**src/rtl/xw_pkg.sv**
```systemverilog
package xw_pkg;
  localparam int REG_W   = 32;
  localparam int PAGE_SH = 12;
  localparam int AW      = REG_W + PAGE_SH;
  localparam int SZ_W    = 6;
  localparam int SPAN_W  = (1 << SZ_W) + 1;
  localparam int EN_BIT  = 31;
  localparam int OFS_W   = 12;

  localparam logic [OFS_W-1:0] SET_MASK  = 12'hFE0;
  localparam logic [OFS_W-1:0] OB_FIRST  = 12'hC20;
  localparam logic [OFS_W-1:0] IB_FIRST  = 12'hDA0;
  localparam logic [OFS_W-1:0] SET_STEP  = 12'h020;
  localparam logic [OFS_W-1:0] TIMER_OFS = 12'hE20;

  localparam logic [4:0] W_TGT  = 5'h00;
  localparam logic [4:0] W_OEXT = 5'h04;
  localparam logic [4:0] W_BASE = 5'h08;
  localparam logic [4:0] W_IEXT = 5'h0C;
  localparam logic [4:0] W_ATTR = 5'h10;

  function automatic logic [AW-1:0] page_addr(input logic [REG_W-1:0] pg);
    return {pg, {PAGE_SH{1'b0}}};
  endfunction

  function automatic logic win_contains(input logic [AW-1:0] a,
                                        input logic [AW-1:0] base,
                                        input logic [SZ_W-1:0] code);
    logic [SPAN_W-1:0] span;
    logic [SPAN_W-1:0] off;
    span = SPAN_W'(2) << code;
    off  = SPAN_W'(a - base);
    return (a >= base) && (off < span);
  endfunction

  function automatic logic [AW-1:0] win_xlate(input logic [AW-1:0] a,
                                              input logic [AW-1:0] base,
                                              input logic [AW-1:0] tgt);
    return tgt + (a - base);
  endfunction

  function automatic logic [OFS_W-1:0] ob_slot(input int o);
    return OB_FIRST + OFS_W'(o * 32);
  endfunction

  function automatic logic [OFS_W-1:0] ib_slot(input int k);
    return IB_FIRST + OFS_W'(k * 32);
  endfunction
endpackage

```
**src/rtl/xw_regfile.sv**
```systemverilog
module xw_regfile
  import xw_pkg::*;
#(
  parameter int NUM_OB = 4,
  parameter int NUM_IB = 3
) (
  input  logic                          clk,
  input  logic                          rst_n,
  input  logic                          wr,
  input  logic [OFS_W-1:0]              addr,
  input  logic [REG_W-1:0]              wdata,
  output logic [REG_W-1:0]              rdata,
  output logic [NUM_OB-1:0][REG_W-1:0]  ob_base,
  output logic [NUM_OB-1:0][REG_W-1:0]  ob_tgt,
  output logic [NUM_OB-1:0]             ob_en,
  output logic [NUM_OB-1:0][SZ_W-1:0]   ob_code,
  output logic [NUM_IB-1:0][REG_W-1:0]  ib_base,
  output logic [NUM_IB-1:0][REG_W-1:0]  ib_tgt,
  output logic [NUM_IB-1:0]             ib_en,
  output logic [NUM_IB-1:0][SZ_W-1:0]   ib_code,
  output logic [REG_W-1:0]              timer_q
);
  logic [NUM_OB-1:0][REG_W-1:0] ob_tgt_q, ob_ext_q, ob_base_q, ob_attr_q;
  logic [NUM_IB-1:0][REG_W-1:0] ib_tgt_q, ib_ext_q, ib_base_q, ib_attr_q;
  logic [REG_W-1:0]             tmr_q;

  logic [OFS_W-1:0] set_sel;
  logic [4:0]       word_sel;
  assign set_sel  = addr & SET_MASK;
  assign word_sel = addr[4:0];

  always_ff @(posedge clk) begin
    if (!rst_n) begin
      ob_tgt_q  <= '0;
      ob_ext_q  <= '0;
      ob_base_q <= '0;
      ob_attr_q <= '0;
      ib_tgt_q  <= '0;
      ib_ext_q  <= '0;
      ib_base_q <= '0;
      ib_attr_q <= '0;
      tmr_q     <= '0;
    end else if (wr) begin
      for (int o = 0; o < NUM_OB; o++) begin
        if (set_sel == ob_slot(o)) begin
          case (word_sel)
            W_TGT:   ob_tgt_q[o]  <= wdata;
            W_OEXT:  ob_ext_q[o]  <= wdata;
            W_BASE:  ob_base_q[o] <= wdata;
            W_ATTR:  ob_attr_q[o] <= wdata;
            default: ;
          endcase
        end
      end
      for (int k = 0; k < NUM_IB; k++) begin
        if (set_sel == ib_slot(k)) begin
          case (word_sel)
            W_TGT:   ib_tgt_q[k]  <= wdata;
            W_BASE:  ib_base_q[k] <= wdata;
            W_IEXT:  ib_ext_q[k]  <= wdata;
            W_ATTR:  ib_attr_q[k] <= wdata;
            default: ;
          endcase
        end
      end
      if (addr == TIMER_OFS) tmr_q <= wdata;
    end
  end

  always_comb begin
    rdata = '0;
    for (int o = 0; o < NUM_OB; o++) begin
      if (set_sel == ob_slot(o)) begin
        case (word_sel)
          W_TGT:   rdata = ob_tgt_q[o];
          W_OEXT:  rdata = ob_ext_q[o];
          W_BASE:  rdata = ob_base_q[o];
          W_ATTR:  rdata = ob_attr_q[o];
          default: ;
        endcase
      end
    end
    for (int k = 0; k < NUM_IB; k++) begin
      if (set_sel == ib_slot(k)) begin
        case (word_sel)
          W_TGT:   rdata = ib_tgt_q[k];
          W_BASE:  rdata = ib_base_q[k];
          W_IEXT:  rdata = ib_ext_q[k];
          W_ATTR:  rdata = ib_attr_q[k];
          default: ;
        endcase
      end
    end
    if (addr == TIMER_OFS) rdata = tmr_q;
  end

  for (genvar g = 0; g < NUM_OB; g++) begin : g_ob_fields
    assign ob_base[g] = ob_base_q[g];
    assign ob_tgt[g]  = ob_tgt_q[g];
    assign ob_en[g]   = ob_attr_q[g][EN_BIT];
    assign ob_code[g] = ob_attr_q[g][SZ_W-1:0];
  end
  for (genvar g = 0; g < NUM_IB; g++) begin : g_ib_fields
    assign ib_base[g] = ib_base_q[g];
    assign ib_tgt[g]  = ib_tgt_q[g];
    assign ib_en[g]   = ib_attr_q[g][EN_BIT];
    assign ib_code[g] = ib_attr_q[g][SZ_W-1:0];
  end
  assign timer_q = tmr_q;
endmodule

```
**src/rtl/xw_lookup.sv**
```systemverilog
module xw_lookup
  import xw_pkg::*;
#(
  parameter int N       = 4,
  parameter int IW      = 3,
  parameter int IDX_OFS = 0
) (
  input  logic [AW-1:0]             addr,
  input  logic [N-1:0][REG_W-1:0]   base_pg,
  input  logic [N-1:0][REG_W-1:0]   tgt_pg,
  input  logic [N-1:0]              en,
  input  logic [N-1:0][SZ_W-1:0]    code,
  output logic                      hit,
  output logic [IW-1:0]             idx,
  output logic [AW-1:0]             xaddr,
  output logic [N-1:0]              hit_vec
);
  for (genvar g = 0; g < N; g++) begin : g_cmp
    assign hit_vec[g] = en[g] && win_contains(addr, page_addr(base_pg[g]), code[g]);
  end

  always_comb begin
    hit   = 1'b0;
    idx   = '0;
    xaddr = '0;
    for (int i = N - 1; i >= 0; i--) begin
      if (hit_vec[i]) begin
        hit   = 1'b1;
        idx   = IW'(i + IDX_OFS);
        xaddr = win_xlate(addr, page_addr(base_pg[i]), page_addr(tgt_pg[i]));
      end
    end
  end
endmodule

```
**src/rtl/xlate_window_unit.sv**
```systemverilog
module xlate_window_unit
  import xw_pkg::*;
#(
  parameter int NUM_OB = 4,
  parameter int NUM_IB = 3,
  localparam int OB_IW = $clog2(NUM_OB + 1),
  localparam int IB_IW = (NUM_IB > 1) ? $clog2(NUM_IB) : 1
) (
  input  logic             clk,
  input  logic             rst_n,
  input  logic             reg_wr,
  input  logic [11:0]      reg_addr,
  input  logic [31:0]      reg_wdata,
  output logic [31:0]      reg_rdata,
  input  logic [43:0]      ob_addr_i,
  output logic             ob_hit_o,
  output logic [OB_IW-1:0] ob_idx_o,
  output logic [43:0]      ob_xaddr_o,
  input  logic [43:0]      ib_addr_i,
  output logic             ib_hit_o,
  output logic [IB_IW-1:0] ib_idx_o,
  output logic [43:0]      ib_xaddr_o
);
  logic [NUM_OB-1:0][REG_W-1:0] ob_base_w, ob_tgt_w;
  logic [NUM_OB-1:0]            ob_en_w, ob_hv_w;
  logic [NUM_OB-1:0][SZ_W-1:0]  ob_code_w;
  logic [NUM_IB-1:0][REG_W-1:0] ib_base_w, ib_tgt_w;
  logic [NUM_IB-1:0]            ib_en_w, ib_hv_w;
  logic [NUM_IB-1:0][SZ_W-1:0]  ib_code_w;
  logic [REG_W-1:0]             timer_w;

  xw_regfile #(.NUM_OB(NUM_OB), .NUM_IB(NUM_IB)) regs_i (
    .clk(clk), .rst_n(rst_n), .wr(reg_wr), .addr(reg_addr),
    .wdata(reg_wdata), .rdata(reg_rdata),
    .ob_base(ob_base_w), .ob_tgt(ob_tgt_w), .ob_en(ob_en_w), .ob_code(ob_code_w),
    .ib_base(ib_base_w), .ib_tgt(ib_tgt_w), .ib_en(ib_en_w), .ib_code(ib_code_w),
    .timer_q(timer_w)
  );

  xw_lookup #(.N(NUM_OB), .IW(OB_IW), .IDX_OFS(1)) ob_look_i (
    .addr(ob_addr_i), .base_pg(ob_base_w), .tgt_pg(ob_tgt_w),
    .en(ob_en_w), .code(ob_code_w),
    .hit(ob_hit_o), .idx(ob_idx_o), .xaddr(ob_xaddr_o), .hit_vec(ob_hv_w)
  );

  xw_lookup #(.N(NUM_IB), .IW(IB_IW), .IDX_OFS(0)) ib_look_i (
    .addr(ib_addr_i), .base_pg(ib_base_w), .tgt_pg(ib_tgt_w),
    .en(ib_en_w), .code(ib_code_w),
    .hit(ib_hit_o), .idx(ib_idx_o), .xaddr(ib_xaddr_o), .hit_vec(ib_hv_w)
  );
endmodule

```
**config.mk**
```make
export PLATFORM = sky130hd
export DESIGN_NAME = xlate_window_unit
export DESIGN_NICKNAME = d
export VERILOG_FILES = /design/src/rtl/xw_pkg.sv /design/src/rtl/xw_regfile.sv /design/src/rtl/xw_lookup.sv /design/src/rtl/xlate_window_unit.sv
export SDC_FILE = /design/constraint.sdc
export NUM_CORES = 2
export LEC_CHECK = 0
export CELL_PAD_IN_SITES_DETAIL_PLACEMENT = 1
export CELL_PAD_IN_SITES_GLOBAL_PLACEMENT = 1
export CORE_MARGIN = 3
export CORE_UTILIZATION = 44
export CTS_CLUSTER_DIAMETER = 80
export DETAILED_ROUTE_END_ITERATION = 6
export DONT_BUFFER_PORTS = 1
export PLACE_DENSITY = 0.89
export SLEW_MARGIN = 20
export SYNTH_ARGS = -nofsm -noshare
export SYNTH_HDL_FRONTEND = slang
export SYNTH_HIERARCHICAL = 1
export SYNTH_SLANG_ARGS = --single-unit
```
**constraint.sdc**
```tcl
create_clock -name clk -period 7.7 [get_ports clk]
set_input_delay 0.77 -clock clk [delete_from_list [all_inputs] [get_ports clk]]
set_output_delay 0.77 -clock clk [all_outputs]
set_load 0.03 [all_outputs]
```
* Yosys cells after proc, flatten, opt, wreduce, memory -nomap -nowiden
Index checks and enable logic that the tools add are counted.
** Storage, ports and cells
- Register bits after elaboration :: 928
- Bits in latches :: 0
- RAM bits :: 0
- ROM bits :: 0
- Bits of input ports :: 135
- Logic and storage cells :: 163
- Memories :: 0
** Operators by class
- $add $sub $neg :: 21
- Multipliers :: 0
- Divide/modulo/power cells :: 0
- $lt $le $gt $ge :: 14
- Equal/unequal tests :: 12
- Shift-type cells :: 7
- Muxes and demuxes :: 36
- Bitwise gates (word level) :: 0
- Reductions and logical operators :: 44
** Operators with widths (number)
- case mux 32 bit (4 select lines) :: 7
- < comparator 65 bit :: 7
- << shifter 2 x 6 -> 65 bit, first input constant :: 7
- subtractor 44 x 44 -> 45 bit :: 7
- adder 44 bit :: 7
- >= comparator 44 bit :: 7
- 2-to-1 mux 44 bit :: 7
- subtractor 44 bit :: 7
- 2-to-1 mux 32 bit :: 8
- AND reduction 3 bit :: 28
- == test 7 bit, second input constant :: 7
- logical AND 1 bit :: 14
- == test 12 bit, second input constant :: 1
- 2-to-1 mux 3 bit :: 4
- == test 5 x 4 -> 1 bit, second input constant :: 2
- 2-to-1 mux 1 bit :: 7
- 2-to-1 mux 2 bit :: 3
- == test 5 x 3 -> 1 bit, second input constant :: 1
- == test 5 bit, second input constant :: 1
- zero test 5 bit :: 1
- AND reduction 2 bit :: 1

* Longest topological paths before layout
- Depth after elaboration :: 16
- Mapped depth :: 31
- Mapped depth without buffers :: 29

* Hierarchy
Netlist, hierarchy kept.
** Modules (own cells, without submodules)
- xw_regfile :: times used 1, cells an instance 5272, area each 41524.8 um2
- xw_lookup at ob_look_i :: times used 1, cells an instance 3618, area each 25353.1 um2
- xw_lookup at ib_look_i :: times used 1, cells an instance 2863, area each 19872.8 um2

* Worst setup path after synthesis
OpenSTA, ideal clock, no wires.
- Path type :: input to output
- From :: input ob_addr_i[12]
- To :: output ob_xaddr_o[27]
- Data arrival time :: 8.054 ns
- Data required time :: 6.930 ns
- Path slack :: -1.124 ns
- Stages on the path :: 26
- Path buffers :: 2
- Path through :: inv_1 > ha_1 > inv_1 > fa_1 > a21o_1 > a221oi_1 > a211oi_1 > o41ai_1 > nor2_1 > nor3_1 > a21oi_1 > a31o_2 > a221oi_1 > ha_1 > a21oi_1 > nor2b_1 > o21ai_0 > a21oi_1 > o211ai_1 > a211oi_1 > nor4_1 > and4_1 > clkbuf_1 > clkbuf_1 > a221oi_1 > a311oi_1
** Between the ends
- Word-level cells in the longest chain between the ends :: 8
** RTL lines
- start: declaration :: line xlate_window_unit.sv:15 : input logic [43:0] ob_addr_i,
- subtractor 44 x 44 -> 45 bit :: line xw_pkg.sv:32 : off = SPAN_W'(a - base);
- < comparator 65 bit :: line xw_pkg.sv:33 : return (a >= base) && (off < span);
- logical AND 1 bit :: line xw_pkg.sv:33
- logical AND 1 bit :: line xw_lookup.sv:19 : assign hit_vec[g] = en[g] && win_contains(addr, page_addr(base_pg[g]), code[g]);
- 2-to-1 mux 44 bit (3 in series) :: line xw_lookup.sv:27 : if (hit_vec[i]) begin
- 2-to-1 mux 44 bit (*) :: line xw_lookup.sv:27
- end: declaration :: line xlate_window_unit.sv:18 : output logic [43:0] ob_xaddr_o,
Every way passes the cells marked *; elsewhere a longest branch is shown, timed or not.

* Final worst setup path
- From :: register regs_i.ob_base_q, in the netlist regs_i/ob_base[0]
- To :: output ob_xaddr_o[38]
** Between the ends
- Word-level cells in the longest chain between the ends :: 5
** RTL lines
- start: declaration :: line xw_regfile.sv:23 : logic [NUM_OB-1:0][REG_W-1:0] ob_tgt_q, ob_ext_q, ob_base_q, ob_attr_q;
- start signal: indexed assignment :: line xw_regfile.sv:49 : W_BASE: ob_base_q[o] <= wdata;
- subtractor 44 x 44 -> 45 bit :: line xw_pkg.sv:32
- < comparator 65 bit :: line xw_pkg.sv:33
- logical AND 1 bit :: line xw_pkg.sv:33
- logical AND 1 bit :: line xw_lookup.sv:19
- 2-to-1 mux 44 bit (*) :: line xw_lookup.sv:27
Marks and branches as above.

==> results.py <==
metrics = {
    "power": {
        "powerDensity_nw_per_um2": 137,
        "p_leak_nw": 36.5,
        "peakVddDrop_mv": 0.179,
    },
    "critical_path": {
        "slowest_delay_ns": 0.47,
        "reg2reg_slack_ns": 6.17,
        "cp_data_arrival_time_ns": 7.01,
        "cp-start-kind": "flop",
        "cp_num_buf_inv": 6,
        "path_class": "reg2out",
        "path_common_cell": "a21o_1",
        "worstPathRequired_ns": 6.93,
        "critical_path.top_delay_family": "compound AO/OA/AOI/OAI gates",
        "cp-end-kind": "output pin",
        "critical_path.reg2reg.startpoint": "regs_i/ob_base[114]$_SDFFE_PN0P_",
        "crit_slowest_cell": "a2111o_2",
        "crit_fanout": 7,
        "ff2ff_path_depth": 3,
        "r2r-end": "regs_i/ob_base[114]$_SDFFE_PN0P_",
    },
    "floorplan": {
        "rows": 162,
        "core_area_um2": 195000,
        "dieHeight_um": 450,
        "pin_count": 262,
        "start_util_pct": 44.4,
        "die_area_um2": 203000,
        "die_w_um": 450,
    },
    "synth": {
        "ys_types": 109,
        "synthTopCellsByCount": "nand2_1 (2680), inv_1 (1067), dfxtp_1 (928), ha_1 (919), a21boi_0 (872)",
        "synth_most_common_cell": "nand2_1",
        "ys.flop_type": "dfxtp_1",
        "synth_top_area_cell": "dfxtp_1",
        "synthesis.nets": 13031,
        "synth_area_um2": 86800,
        "syn-instance-count": 11753,
        "ys_warn_count": 6,
        "synth_edf_count": 0,
        "synthTopCellsByArea": "dfxtp_1 (21%), ha_1 (13%), nand2_1 (12%)",
        "yosysTopAreaCellShare_pct": 21.4,
        "avgSynthCellArea_um2": 7.38,
        "ys_ff_latch": 928,
        "synth.yosys.seq_area_share_pct": 21.4,
        "synthArstFlopShare_pct": 0,
    },
    "sta": {
        "hold_viol": 0,
        "relSlewSlack_pct": -57.6,
        "drv_slew": 460,
        "rsz0062_at_grt": "true",
        "finalCritPeriodShare_pct": 101,
        "whs_ns": 0.164,
        "setup_viol": 20,
        "fin_skew_ns": 0,
        "max_freq_mhz": 128,
        "post-route-min-period_ns": 7.78,
        "tightestPinTransition_ns": 2.36,
        "fin_ws_ns": -0.0849,
    },
    "finish": {
        "multi_input_area_um2": 62800,
        "final_nets": 12987,
        "fillCellCount": 24161,
        "areaGrowthSynthToFinish_pct": 12.1,
        "stdcell_count": 14441,
        "register_area_um2": 18600,
        "post-route-util_pct": 49.8,
        "drive_gt1_share_pct": 9.12,
    },
    "routing": {
        "drt_first_pass_iters": 7,
        "vias": 95338,
        "drc": 1,
        "drt_iter0_markers": 12301,
        "drt-vias-per-instance": 6.60,
        "route.detailed.wl_per_inst_um": 31.9,
        "wl_um": 460000,
        "ant_nets": 0,
    },
    "global_routing": {
        "grt_pass1_wl_um": 650000,
        "grt_pass1_vias": 95766,
        "antenna_found_initial": 49,
        "grtUsageTotal_pct": 42.9,
        "grt_max_degree": 929,
        "grt_overflow": 0,
    },
    "outcome": {
        "failed_checks": "design-rule violations, max-slew violations, negative setup slack",
        "outcome": "complete, but fails checks",
    },
    "job": {
        "cap_violations": 0,
    },
    "hold_path": {
        "holdPathStages": 2,
        "min_from": "reg_wdata[25]",
        "worstHoldEndpoint": "regs_i/ob_attr_q[25]$_SDFFE_PN0P_",
        "min_path_type": "in2reg",
    },
    "placed_design": {
        "numPortBuffers": 0,
        "dp_hpwl_um": 348000,
        "place.gp.congestion": 1.04,
        "pre_cts_ws_ns": -0.761,
        "dpl.cell_count": 14136,
    },
    "clocking": {
        "cts_sinks": 928,
        "clk_latency_ns": 0.74,
        "htreeDepth": 3,
        "cts_tree": "built",
        "clk_path_buf_depth": 3,
        "clkSlewWorstSetupHoldPaths_ns": 0.06,
        "cts_root_buffer": "clkbuf_16",
        "numCtsBuffers": 102,
    },
}
==> metal layers <==
layer,track usage (%),wire (um)
met2,63.8,192000
met1,53.9,176000
met5,0.616,352
met4,27.7,36500
met3,12.8,54900
==> cell type report <==
type | instances | area share, %
Tap cell | 2624 | 3.38
Inverter | 1069 | 4.18
Timing Repair Buffer | 540 | 5.11
Clock buffer | 138 | 3.00
Clock inverter | 51 | 0.525
Sequential cell | 928 | 19.2
Multi-Input combinational cell | 9068 | 64.6
Antenna cell | 23 | 0.0592
==> power breakdown <==
group / total, W / internal, W / leakage [nW] / switching [W]
logic: 0.00329 / 0.00131 / 27.4 / 0.00198
clock network: 0.00519 / 0.00285 / 1.69 / 0.00234
registers: 0.00480 / 0.00480 / 7.49 / 0.000000630
==> cells by family after synthesis <==
group / share of synthesized area (%)
AO/OA/AOI/OAI: 27.1
flip-flops: 21.4
multiplexers: 0.769
adder cells (fa/ha/maj): 18.4
XOR/XNOR: 4.12
AND/OR/NAND/NOR: 20.1
buffers and inverters: 8.12
==> worst reg2reg max path, stage by stage (launching register included) <==
cell and delay, ns:
dfxtp_1 0.56, buf_4 0.28, nand2_1 0.09, a21boi_0 0.45
==> stage by stage <==
stage / setup TNS (ns) / power [W] / instance area (um2)
floorplan: -0.0576 / 0.00709 / 86900
global placement: -22.36 / 0.00787 / 91100
detailed placement: -34.94 / 0.00795 / 91100
CTS: -0.0135 / 0.0131 / 95700
global route: -10.13 / 0.0137 / 97200
finish: -0.688 / 0.0133 / 97200
==> registers in the layout, indices dropped and copies added, names as in the netlist <==
register and flops:
regs_i/ib_tgt 96, regs_i/ob_en 4, regs_i/ob_base 128, regs_i/ob_ext_q 128
regs_i/ib_base 96, regs_i/ib_code 18, regs_i/ob_code 24, regs_i/ob_attr_q 100
regs_i/ib_attr_q 75, regs_i/ib_en 3, regs_i/ob_tgt 128, regs_i/ib_ext_q 96
regs_i/timer_q 32
==> cells in the final DEF, fill, tap and decap left out, types with 27 or more instances in the layout <==
cell / instances
mux2i_1: 60
a21o_1: 342
nand4_1: 130
nor2_1: 445
o211ai_1: 51
and2_1: 39
a22o_1: 36
clkbuf_16: 110
a21boi_0: 871
or2_2: 28
buf_6: 43
a222oi_1: 49
nor2b_1: 91
nand2_1: 2670
nor2_2: 30
buf_4: 437
a31oi_1: 60
nor4_1: 27
xnor2_1: 268
nor3_1: 125
a221oi_1: 89
o21ai_0: 338
a211oi_1: 70
xor2_1: 140
nand2b_1: 96
nand3_1: 177
fa_1: 221
buf_12: 43
inv_1: 1049
o21a_1: 84
a21boi_1: 83
dfxtp_1: 901
and3_1: 49
ha_1: 887
a21oi_1: 654
o21bai_1: 49
a22oi_1: 188
==> repair_timing <==
item,in CTS,in global routing
resized for setup,162,202
hold endpoints to repair,0,0
setup buffers,29,54
pin swaps,79,82
gates cloned,4,6
hold buffers,0,0
endpoints found under the setup margin,95,95
==> worst max-delay path by stage <==
stage,from,to,slack [ns],cells after the start
floorplan,ob_addr_i[12],ob_xaddr_o[14],-0.03,27
finish,regs_i/ob_base[0]$_SDFFE_PN0P_,ob_xaddr_o[38],-0.08,29
global placement,ob_addr_i[12],ob_xaddr_o[22],-0.58,31
global route,regs_i/ob_base[32]$_SDFFE_PN0P_,ob_xaddr_o[20],-0.33,36
CTS,regs_i/ob_base[0]$_SDFFE_PN0P_,ob_xaddr_o[40],-0.01,29
detailed placement,ob_addr_i[12],ob_xaddr_o[22],-0.76,31
No activity file was read; power rests on OpenSTA's default activity.
